===== config.mk =====
export PLATFORM = sky130hd
export DESIGN_NAME = hrq_rx_tagq
export DESIGN_NICKNAME = d
export VERILOG_FILES = /design/src/rtl/hrq_pkg.sv /design/src/rtl/hrq_ctrl.sv /design/src/rtl/hrq_store.sv /design/src/rtl/hrq_status.sv /design/src/rtl/hrq_rx_tagq.sv
export SDC_FILE = /design/constraint.sdc
export NUM_CORES = 1
export LEC_CHECK = 0
export CAP_MARGIN = 25
export CORE_MARGIN = 2
export CORE_UTILIZATION = 40
export CTS_BUF_LIST = sky130_fd_sc_hd__clkbuf_4
export DETAILED_ROUTE_END_ITERATION = 8
export DONT_BUFFER_PORTS = 1
export PLACE_DENSITY = 0.64
export SYNTH_ARGS = -nofsm -noshare
export SYNTH_HDL_FRONTEND = slang
export SYNTH_SLANG_ARGS = --single-unit

===== constraint.sdc =====
create_clock -name clk -period 3.75 [get_ports clk]
set_input_delay 0.5625 -clock clk [delete_from_list [all_inputs] [get_ports clk]]
set_output_delay 0.5625 -clock clk [all_outputs]
set_load 0.03 [all_outputs]

===== src/rtl/hrq_pkg.sv =====
// Package: shared encodings for the tagged receive byte queue.
// Assumes: tag and occupancy codes are 2 bits wide and fixed by the host view.
package hrq_pkg;

    localparam int TAG_W = 2;

    // Frame position / integrity tag carried with each byte.
    typedef enum logic [TAG_W-1:0] {
        TAG_MID      = 2'b00,
        TAG_FIRST    = 2'b01,
        TAG_LAST_OK  = 2'b10,
        TAG_LAST_BAD = 2'b11
    } rx_tag_e;

    // Occupancy / loss code shown to the host.
    typedef enum logic [1:0] {
        OCC_EMPTY = 2'b00,
        OCC_LOW   = 2'b01,
        OCC_LOSS  = 2'b10,
        OCC_HIGH  = 2'b11
    } occ_e;

endpackage


===== src/rtl/hrq_ctrl.sv =====
// Module: hrq_ctrl
// Holds the self-clearing receive reset bit and the input gate.
// The bit is set by a host write, and one cycle later it requests the
// clear of the queue and drops again. The gate closes on a clear or on
// chip reset and opens only on a flag from the deframer.
// Assumes: rx_rst_wr is a single-cycle write strobe carrying the value 1.
module hrq_ctrl (
    input  logic clk,
    input  logic rst_n,
    input  logic rx_rst_wr,
    input  logic flag_seen,
    output logic rx_rst_bit,
    output logic clearing,
    output logic rx_en
);

    // Reset bit: set on a write, self-clears on the next edge.
    always_ff @(posedge clk) begin
        if (!rst_n) begin
            rx_rst_bit <= 1'b0;
        end else if (rx_rst_bit) begin
            rx_rst_bit <= 1'b0;
        end else if (rx_rst_wr) begin
            rx_rst_bit <= 1'b1;
        end
    end

    // Input gate: closed by reset or clear, opened by a flag.
    always_ff @(posedge clk) begin
        if (!rst_n) begin
            rx_en <= 1'b0;
        end else if (rx_rst_bit) begin
            rx_en <= 1'b0;
        end else if (flag_seen) begin
            rx_en <= 1'b1;
        end
    end

    // The clear is performed while the reset bit reads 1.
    always_comb clearing = rx_rst_bit;

endmodule


===== src/rtl/hrq_store.sv =====
// Module: hrq_store
// Circular store of DEPTH byte/tag entries with fill counter.
// DEPTH need not be a power of two; pointers wrap explicitly.
// Assumes: push is only raised when not full, pop only when not empty;
// clear wins over push and pop.
module hrq_store
    import hrq_pkg::*;
#(
    parameter int DEPTH  = 19,
    parameter int DATA_W = 8,
    localparam int PTR_W = (DEPTH > 1) ? $clog2(DEPTH) : 1,
    localparam int CNT_W = $clog2(DEPTH + 1)
) (
    input  logic              clk,
    input  logic              rst_n,
    input  logic              clear,
    input  logic              push,
    input  logic              pop,
    input  logic [DATA_W-1:0] wdata,
    input  logic [TAG_W-1:0]  wtag,
    output logic [DATA_W-1:0] head_data,
    output logic [TAG_W-1:0]  head_tag,
    output logic [CNT_W-1:0]  count,
    output logic              full,
    output logic              empty
);

    localparam logic [PTR_W-1:0] LAST_IDX = PTR_W'(DEPTH - 1);
    localparam logic [CNT_W-1:0] FULL_CNT = CNT_W'(DEPTH);

    logic [PTR_W-1:0]  wr_ptr;
    logic [PTR_W-1:0]  rd_ptr;
    logic [DATA_W-1:0] ent_data [DEPTH];
    logic [TAG_W-1:0]  ent_tag  [DEPTH];

    // Advance a pointer with wrap at the last entry.
    function automatic logic [PTR_W-1:0] step_ptr(input logic [PTR_W-1:0] p);
        return (p == LAST_IDX) ? '0 : p + 1'b1;
    endfunction

    // Per-entry storage: each entry loads when the write pointer selects it.
    for (genvar i = 0; i < DEPTH; i++) begin : g_entry
        always_ff @(posedge clk) begin
            if (!rst_n) begin
                ent_data[i] <= '0;
                ent_tag[i]  <= '0;
            end else if (push && !clear && (wr_ptr == PTR_W'(i))) begin
                ent_data[i] <= wdata;
                ent_tag[i]  <= wtag;
            end
        end
    end

    // Pointer and fill counter update.
    always_ff @(posedge clk) begin
        if (!rst_n || clear) begin
            wr_ptr <= '0;
            rd_ptr <= '0;
            count  <= '0;
        end else begin
            if (push) wr_ptr <= step_ptr(wr_ptr);
            if (pop)  rd_ptr <= step_ptr(rd_ptr);
            if (push && !pop)      count <= count + 1'b1;
            else if (pop && !push) count <= count - 1'b1;
        end
    end

    // Head selection by read pointer.
    always_comb begin
        head_data = '0;
        head_tag  = '0;
        for (int k = 0; k < DEPTH; k++) begin
            if (rd_ptr == PTR_W'(k)) begin
                head_data = ent_data[k];
                head_tag  = ent_tag[k];
            end
        end
    end

    // Fill flags.
    always_comb begin
        full  = (count == FULL_CNT);
        empty = (count == '0);
    end

endmodule


===== src/rtl/hrq_status.sv =====
// Module: hrq_status
// Sticky loss flag and encoding of the 2-bit occupancy code.
// Priority: loss, then empty, then the low/high fill split at HI_MARK.
// Assumes: drop pulses for one cycle per byte lost at a full queue.
module hrq_status
    import hrq_pkg::*;
#(
    parameter int DEPTH   = 19,
    parameter int HI_MARK = 15,
    localparam int CNT_W  = $clog2(DEPTH + 1)
) (
    input  logic             clk,
    input  logic             rst_n,
    input  logic             clear,
    input  logic             drop,
    input  logic [CNT_W-1:0] count,
    output logic             loss,
    output logic [1:0]       occ_code
);

    localparam logic [CNT_W-1:0] HI_CNT = CNT_W'(HI_MARK);

    // Loss flag: set by a dropped byte, cleared only by reset or clear.
    always_ff @(posedge clk) begin
        if (!rst_n || clear) begin
            loss <= 1'b0;
        end else if (drop) begin
            loss <= 1'b1;
        end
    end

    // Occupancy code encoder.
    always_comb begin
        occ_e code;
        if (loss)                 code = OCC_LOSS;
        else if (count == '0)     code = OCC_EMPTY;
        else if (count < HI_CNT)  code = OCC_LOW;
        else                      code = OCC_HIGH;
        occ_code = code;
    end

endmodule


===== src/rtl/hrq_rx_tagq.sv =====
// Module: hrq_rx_tagq (top)
// Tagged HDLC receive byte queue: accepts tagged bytes from a deframer
// while the input gate is open, presents the head entry to the host,
// reports fill/loss and executes the host receive reset.
// Assumes: the deframer offers at most one byte per cycle.
module hrq_rx_tagq
    import hrq_pkg::*;
#(
    parameter int DEPTH   = 19,
    parameter int DATA_W  = 8,
    parameter int HI_MARK = 15,
    localparam int CNT_W  = $clog2(DEPTH + 1)
) (
    input  logic              clk,
    input  logic              rst_n,
    input  logic              in_valid,
    input  logic [DATA_W-1:0] in_data,
    input  logic [TAG_W-1:0]  in_tag,
    input  logic              flag_seen,
    input  logic              rd_pop,
    input  logic              rx_rst_wr,
    output logic [DATA_W-1:0] rd_data,
    output logic [TAG_W-1:0]  rd_tag,
    output logic [1:0]        occ_code,
    output logic              rx_rst_bit
);

    logic              clearing;
    logic              rx_en;
    logic              live;
    logic              push_ok;
    logic              pop_ok;
    logic              drop;
    logic              full;
    logic              empty;
    logic              loss;
    logic [CNT_W-1:0]  fill;
    logic [DATA_W-1:0] head_data;
    logic [TAG_W-1:0]  head_tag;

    hrq_ctrl u_ctrl (
        .clk        (clk),
        .rst_n      (rst_n),
        .rx_rst_wr  (rx_rst_wr),
        .flag_seen  (flag_seen),
        .rx_rst_bit (rx_rst_bit),
        .clearing   (clearing),
        .rx_en      (rx_en)
    );

    // Qualify deframer and host requests against gate, clear and fill.
    always_comb begin
        live    = rx_en && !clearing;
        push_ok = in_valid && live && !full;
        drop    = in_valid && live && full;
        pop_ok  = rd_pop && !empty && !clearing;
    end

    hrq_store #(
        .DEPTH  (DEPTH),
        .DATA_W (DATA_W)
    ) u_store (
        .clk       (clk),
        .rst_n     (rst_n),
        .clear     (clearing),
        .push      (push_ok),
        .pop       (pop_ok),
        .wdata     (in_data),
        .wtag      (in_tag),
        .head_data (head_data),
        .head_tag  (head_tag),
        .count     (fill),
        .full      (full),
        .empty     (empty)
    );

    hrq_status #(
        .DEPTH   (DEPTH),
        .HI_MARK (HI_MARK)
    ) u_status (
        .clk      (clk),
        .rst_n    (rst_n),
        .clear    (clearing),
        .drop     (drop),
        .count    (fill),
        .loss     (loss),
        .occ_code (occ_code)
    );

    // Read port: zero while nothing is held.
    always_comb begin
        rd_data = empty ? '0 : head_data;
        rd_tag  = empty ? '0 : head_tag;
    end

endmodule


Yosys cells after proc, flatten, opt, wreduce, memory -nomap -nowiden
Memory sizes are Yosys's and may differ from the RTL's.
Cells that the tools add are included.
{ "op_classes": {"n_addsub": 4, "mul": 0, "div_mod_pow": 0, "magnitude_cmp": 1, "n_eq_ne": 37, "shifts": 0, "muxes": 144, "bitwise": 39, "reduce_logical": 40} }
{ "ops": {"columns": ["cell", "n"], "rows": [
  ["8-bit two-way mux", 39],
  ["2-bit two-way mux", 42],
  ["5-bit by 4-bit equality test with 1-bit output (second input constant)", 16],
  ["1-bit two-way mux", 59],
  ["5-bit by 3-bit equality test with 1-bit output (second input constant)", 8],
  ["1-bit OR", 38],
  ["5-bit equality test (second input constant)", 7],
  ["1-bit logical AND", 28],
  ["5-bit by 2-bit equality test with 1-bit output (second input constant)", 4],
  ["5-bit two-way mux", 4],
  ["5-bit by 1-bit adder with 5-bit output (second input constant)", 3],
  ["5-bit logical NOT", 3],
  ["5-bit by 1-bit equality test with 1-bit output (second input constant)", 2],
  ["1-bit logical NOT", 6],
  ["5-bit by 4-bit < comparator with 1-bit output (second input constant)", 1],
  ["5-bit by 1-bit subtractor with 5-bit output (second input constant)", 1],
  ["2-bit nonzero test", 1],
  ["2-bit OR reduction", 1],
  ["1-bit logical OR", 1],
  ["1-bit NOT", 1]
]} }
{ "word_totals": {"regBits": 18, "latch_bits": 0, "mem_bits_rw": 190, "romBits": 0, "wordCells": 273, "mem_count": 2} }
{ "mem_list": {"columns": ["memory", "words", "word_bits", "rd", "rd_clocked_by_memory_dff", "write_ports", "line", "text"], "rows": [
  ["u_store.ent_data", 19, 8, 19, 0, 19, "hrq_store.sv:33", "logic [DATA_W-1:0] ent_data [DEPTH];"],
  ["u_store.ent_tag", 19, 2, 19, 0, 19, "hrq_store.sv:34", "logic [TAG_W-1:0] ent_tag [DEPTH];"]
]} }

Logic depth before layout (Yosys ltp)
{ "logic_depth": {"word_depth": 21, "depth_mapped": 12, "mapped_depth_nobuf": 11} }

Hierarchy
A second synthesis with hierarchy kept.
{ "hier_totals": {"cells_unflattened": 919, "area_unflattened_um2": 10430.0} }
{ "by_module_without_submodules": {"columns": ["mod", "instances", "cells_per_inst", "area_each_um2", "seq_area_each_um2"], "rows": [
  ["hrq_store", 1, 890, 10184.8, 6005.8],
  ["hrq_rx_tagq", 1, 14, 108.9, 0.0],
  ["hrq_ctrl", 1, 6, 72.6, 40.0],
  ["hrq_status", 1, 9, 63.8, 20.0]
]} }

Least setup slack after synthesis
Ideal clock, no wire load.
{ "synth_path": {"kind": "reg2out", "start": "register u_store.rd_ptr[0]", "end": "output rd_data[6]", "t_arrival_ps": 3222, "setup_slack_ps": -35, "stages_incl_launch_ff": 11, "n_path_buf": 3, "path_cell_list": "dfxtp_1 > ha_1 > clkbuf_1 > buf_1 > and3_1 > ha_1 > clkbuf_1 > nor3_1 > nor3_1 > a31oi_1 > o41ai_1"} }
{ "synth_via": {"elab_chain_cells": 21} }
{ "synth_rtl": {"columns": ["element", "line", "text"], "rows": [
  ["start: declaration", "hrq_store.sv:32", "logic [PTR_W-1:0] rd_ptr;"],
  ["start signal: assignment", "hrq_store.sv:62", "if (pop) rd_ptr <= step_ptr(rd_ptr);"],
  ["5-bit logical NOT", "hrq_store.sv:73", "if (rd_ptr == PTR_W'(k)) begin"],
  ["8-bit two-way mux (18 in series)", "hrq_store.sv:73", null],
  ["8-bit two-way mux (*)", "hrq_store.sv:73", null],
  ["8-bit two-way mux (*)", "hrq_rx_tagq.sv:92", "rd_data = empty ? '0 : head_data;"],
  ["end: declaration", "hrq_rx_tagq.sv:22", "output logic [DATA_W-1:0] rd_data,"]
]} }
Mark *: on every way between the ends. The rest lies on a longest branch, timed or not.

Final worst setup path
{ "layout_path": {"start": "register u_store.rd_ptr[0]", "end": "output rd_data[0]"} }
The elaborated chain is that of the path after synthesis.

==> run metrics <==
Final Wtd Congestion=0.987; largest net degree at the start of global routing=47; Syn Std Cell Area=10700 um^2; ys flop type=edfxtp_1; synthesized flop and latch total=208; crit path to=rd_data[0]; die width=168 um; drt first pass iters=6; Hold Path Class=input port to flip-flop; Worst setup startpoint=u_store.rd_ptr[0]$_SDFFE_PP0P_; Setup-failing EPs final=0; outcome=complete, no violations; CTS Root Cell=clkbuf_4; via count normalized by instance count=5.81; Combinational Power Share=27.9%; Critical Path AT=3130 ps; layout cell share with drive strength beyond 1=17.6%; WL final=32.2 mm; CTS H-Tree Depth=2; Post-Route M1 WL=13.4 mm; number of DRC markers in iteration 0=1143; starting density of the core=40.9%; Fin Setup TNS=0 ps; cells on worst reg2reg path=11; Worst-Margin Slew=836 ps; Post-synth ARST share=0%; total CTS buffers=55; Area Growth Syn to Fin=14.0%; Worst Setup End Kind=output pin; clk_lat worst skew=700 ps; Pwr per Cell Area=531 nW/um^2; routed wl met2=14.1 mm; crit-path max FO=10; fmax=271 MHz; gr usage total=22.7%; via count=8088; CTS tree=yes; most frequent cells in the layout=and2_1, edfxtp_1, clkbuf_4; WL/cell=23.1 um; area of the die=28100 um^2; grt total ovfl=0; most common cell after layout, fill and taps aside=and2_1; number of port buffers=0; Peak VDD IR=0.580 mV; Startpoint Class=flip-flop; floorplan row count=59; Synth cell types=76; Max-Cap Viols=0; Leak Pwr=0.00452 uW; Synth Net Count=1003; minimum clock period=3690 ps; I/O pin count=29; Synth warnings=0; Worst EP required=3190 ps; RSZ-0062 raised after global routing=yes; CORE AREA=26100 um^2; Clock Path Buffers=3; clock skew=63.4 ps; Sink Count=208; dpl hpwl=22.1 mm; final net count=1049; Detail Route met3 WL=3.17 mm; clock power share=29.7%; initial antenna violation count=1; worst r2r src=u_store.count[0]$_SDFFE_PP0P_; Top Layer Used=met4; Pint=4290 uW; Mean Syn Cell Area=11.0 um^2; die height=168 um; switching share of power=33.9%; WS Path Type=flip-flop to output pin; fin crit share=98.4%; Sw Pwr=2190 uW; hold depth=1; Detail Route Antenna Nets=0; Reg-to-Reg End=u_store.count[4]$_SDFFE_PP0P_; Reg2Reg Setup Slack=610 ps; synthesized instance count=972; sequential share of power=42.3%; residual DRC count=0; post-layout util=46.7%; EDFF count, synth=190; vias in the first global route=7738; Slew headroom=43.7%; first-pass GRT wire length=47.7 mm; Reg clk slew, reported paths=70 ps; Hold Vio Cnt, Final=0; post-synthesis sequential area ratio=56.7%; fin. max-slew vios=0
sequential cells by signal (all words and copies together), names as in the netlist:
name	flops
u_store.rd_ptr	5
u_store.count	5
u_store.ent_tag	38
u_store.ent_data	152
u_store.wr_ptr	5
u_ctrl.rx_en	1
u_status.loss	1
u_ctrl.clearing	1
Yosys cell counts (all sizes together) (3+ instances only):
library cell / number / area (um^2)
dfxtp: 18 / 360
nor3b: 3 / 33.8
o41ai: 6 / 52.6
o21ai: 35 / 175
a221oi: 4 / 41.3
nor2b: 6 / 37.5
o22ai: 11 / 68.8
nand4bb: 5 / 56.3
nand3: 16 / 80.1
nand3b: 16 / 120
a311o: 5 / 50.1
and4bb: 4 / 50.1
nor3: 11 / 55.1
inv: 25 / 93.8
clkbuf: 35 / 131
edfxtp: 190 / 5710
o31ai: 5 / 37.5
buf: 35 / 180
xnor2: 4 / 35.0
and2: 191 / 1190
nor2: 71 / 267
nand2: 42 / 158
a31oi: 9 / 56.3
nor4: 4 / 31.3
a221o: 10 / 100
a21oi: 71 / 359
a211oi: 10 / 75.1
ha: 14 / 175
xor2: 4 / 35.0
a21o: 6 / 45.0
nand2b: 19 / 119
and3: 10 / 62.6
o21a: 3 / 22.5
or2: 5 / 31.3
or3: 8 / 50.1
or3b: 4 / 35.0
a211o: 8 / 70.1
o221ai: 9 / 85.1
nand4: 4 / 25.0
critical path: stages (launching register included):
cell	delay, ps
dfxtp_4	380
inv_1	130
ha_2	320
buf_4	230
nand2_2	150
a21oi_1	200
a311o_1	270
a211oi_2	130
o41ai_2	390
buf_4	230
final cells by class:
class / count / area [um^2]
fill: 2398 / 13900
sequential: 208 / 6070
multi-input combinational: 668 / 4430
clock buffer: 79 / 593
timing repair buffer: 59 / 492
tap: 335 / 419
inverter: 26 / 109
clock inverter: 17 / 80.1
antenna: 1 / 2.50
logic make-up after synthesis:
logic type	Yosys count	synth area share (%)
AND/OR/NAND/NOR	428	23.3
AO/OA/AOI/OAI	215	13.5
flip-flops	208	56.7
buffers and inverters	96	3.82
adder cells (fa/ha/maj)	15	1.82
XOR/XNOR	8	0.655
multiplexers	2	0.187
power by group through the flow:
stage	clock, uW	sequential (uW)	combinational (uW)
finish	1930	2740	1810
global route	2100	2750	1940
CTS	1970	2730	1730
detailed placement	0	2780	1680
global placement	0	2780	1670
floorplan	0	2740	1150
per-layer routing:
metal  vias up  track usage (%)
met5         -                0
met4         0             12.1
met3        75             4.85
met2       444             33.5
met1      3894             31.4
li1       3675                -
how the worst min path moves through the flow:
stage	start	to	slack, ps
after floorplan	u_ctrl.rx_en$_SDFFE_PP0P_	u_ctrl.rx_en$_SDFFE_PP0P_	440
after global placement	u_ctrl.rx_en$_SDFFE_PP0P_	u_ctrl.rx_en$_SDFFE_PP0P_	450
after detailed placement	u_ctrl.rx_en$_SDFFE_PP0P_	u_ctrl.rx_en$_SDFFE_PP0P_	480
after CTS	in_data[4]	u_store.ent_data[3][4]$_SDFFCE_PN0P_	1
after global routing	in_data[3]	u_store.ent_data[3][3]$_SDFFCE_PN0P_	3
final	in_tag[0]	u_store.ent_tag[4][0]$_SDFFCE_PN0P_	50
what timing repair did:
item,CTS,global route
pin swaps,2,3
hold buffers,3,5
setup endpoints to repair,10,10
endpoints found under the hold margin,2,5
resized for setup,22,22
buffers inserted,2,2
gates cloned,0,0
metrics by stage:
stage / std cells / worst slack [ps] / total power [uW] / hold WS [ps] / instance area (um^2)
after floorplan: 972 / 41.6 / 3890 / 438 / 10700
after global placement: 1284 / 379 / 4450 / 450 / 11200
after detailed placement: 1284 / 370 / 4460 / 483 / 11200
after CTS: 1385 / -39.6 / 6430 / 0.978 / 12000
after global routing: 1393 / -44.6 / 6790 / 2.96 / 12200
final: 1393 / 60.0 / 6480 / 49.0 / 12200
(Power assumes the default switching activity.)
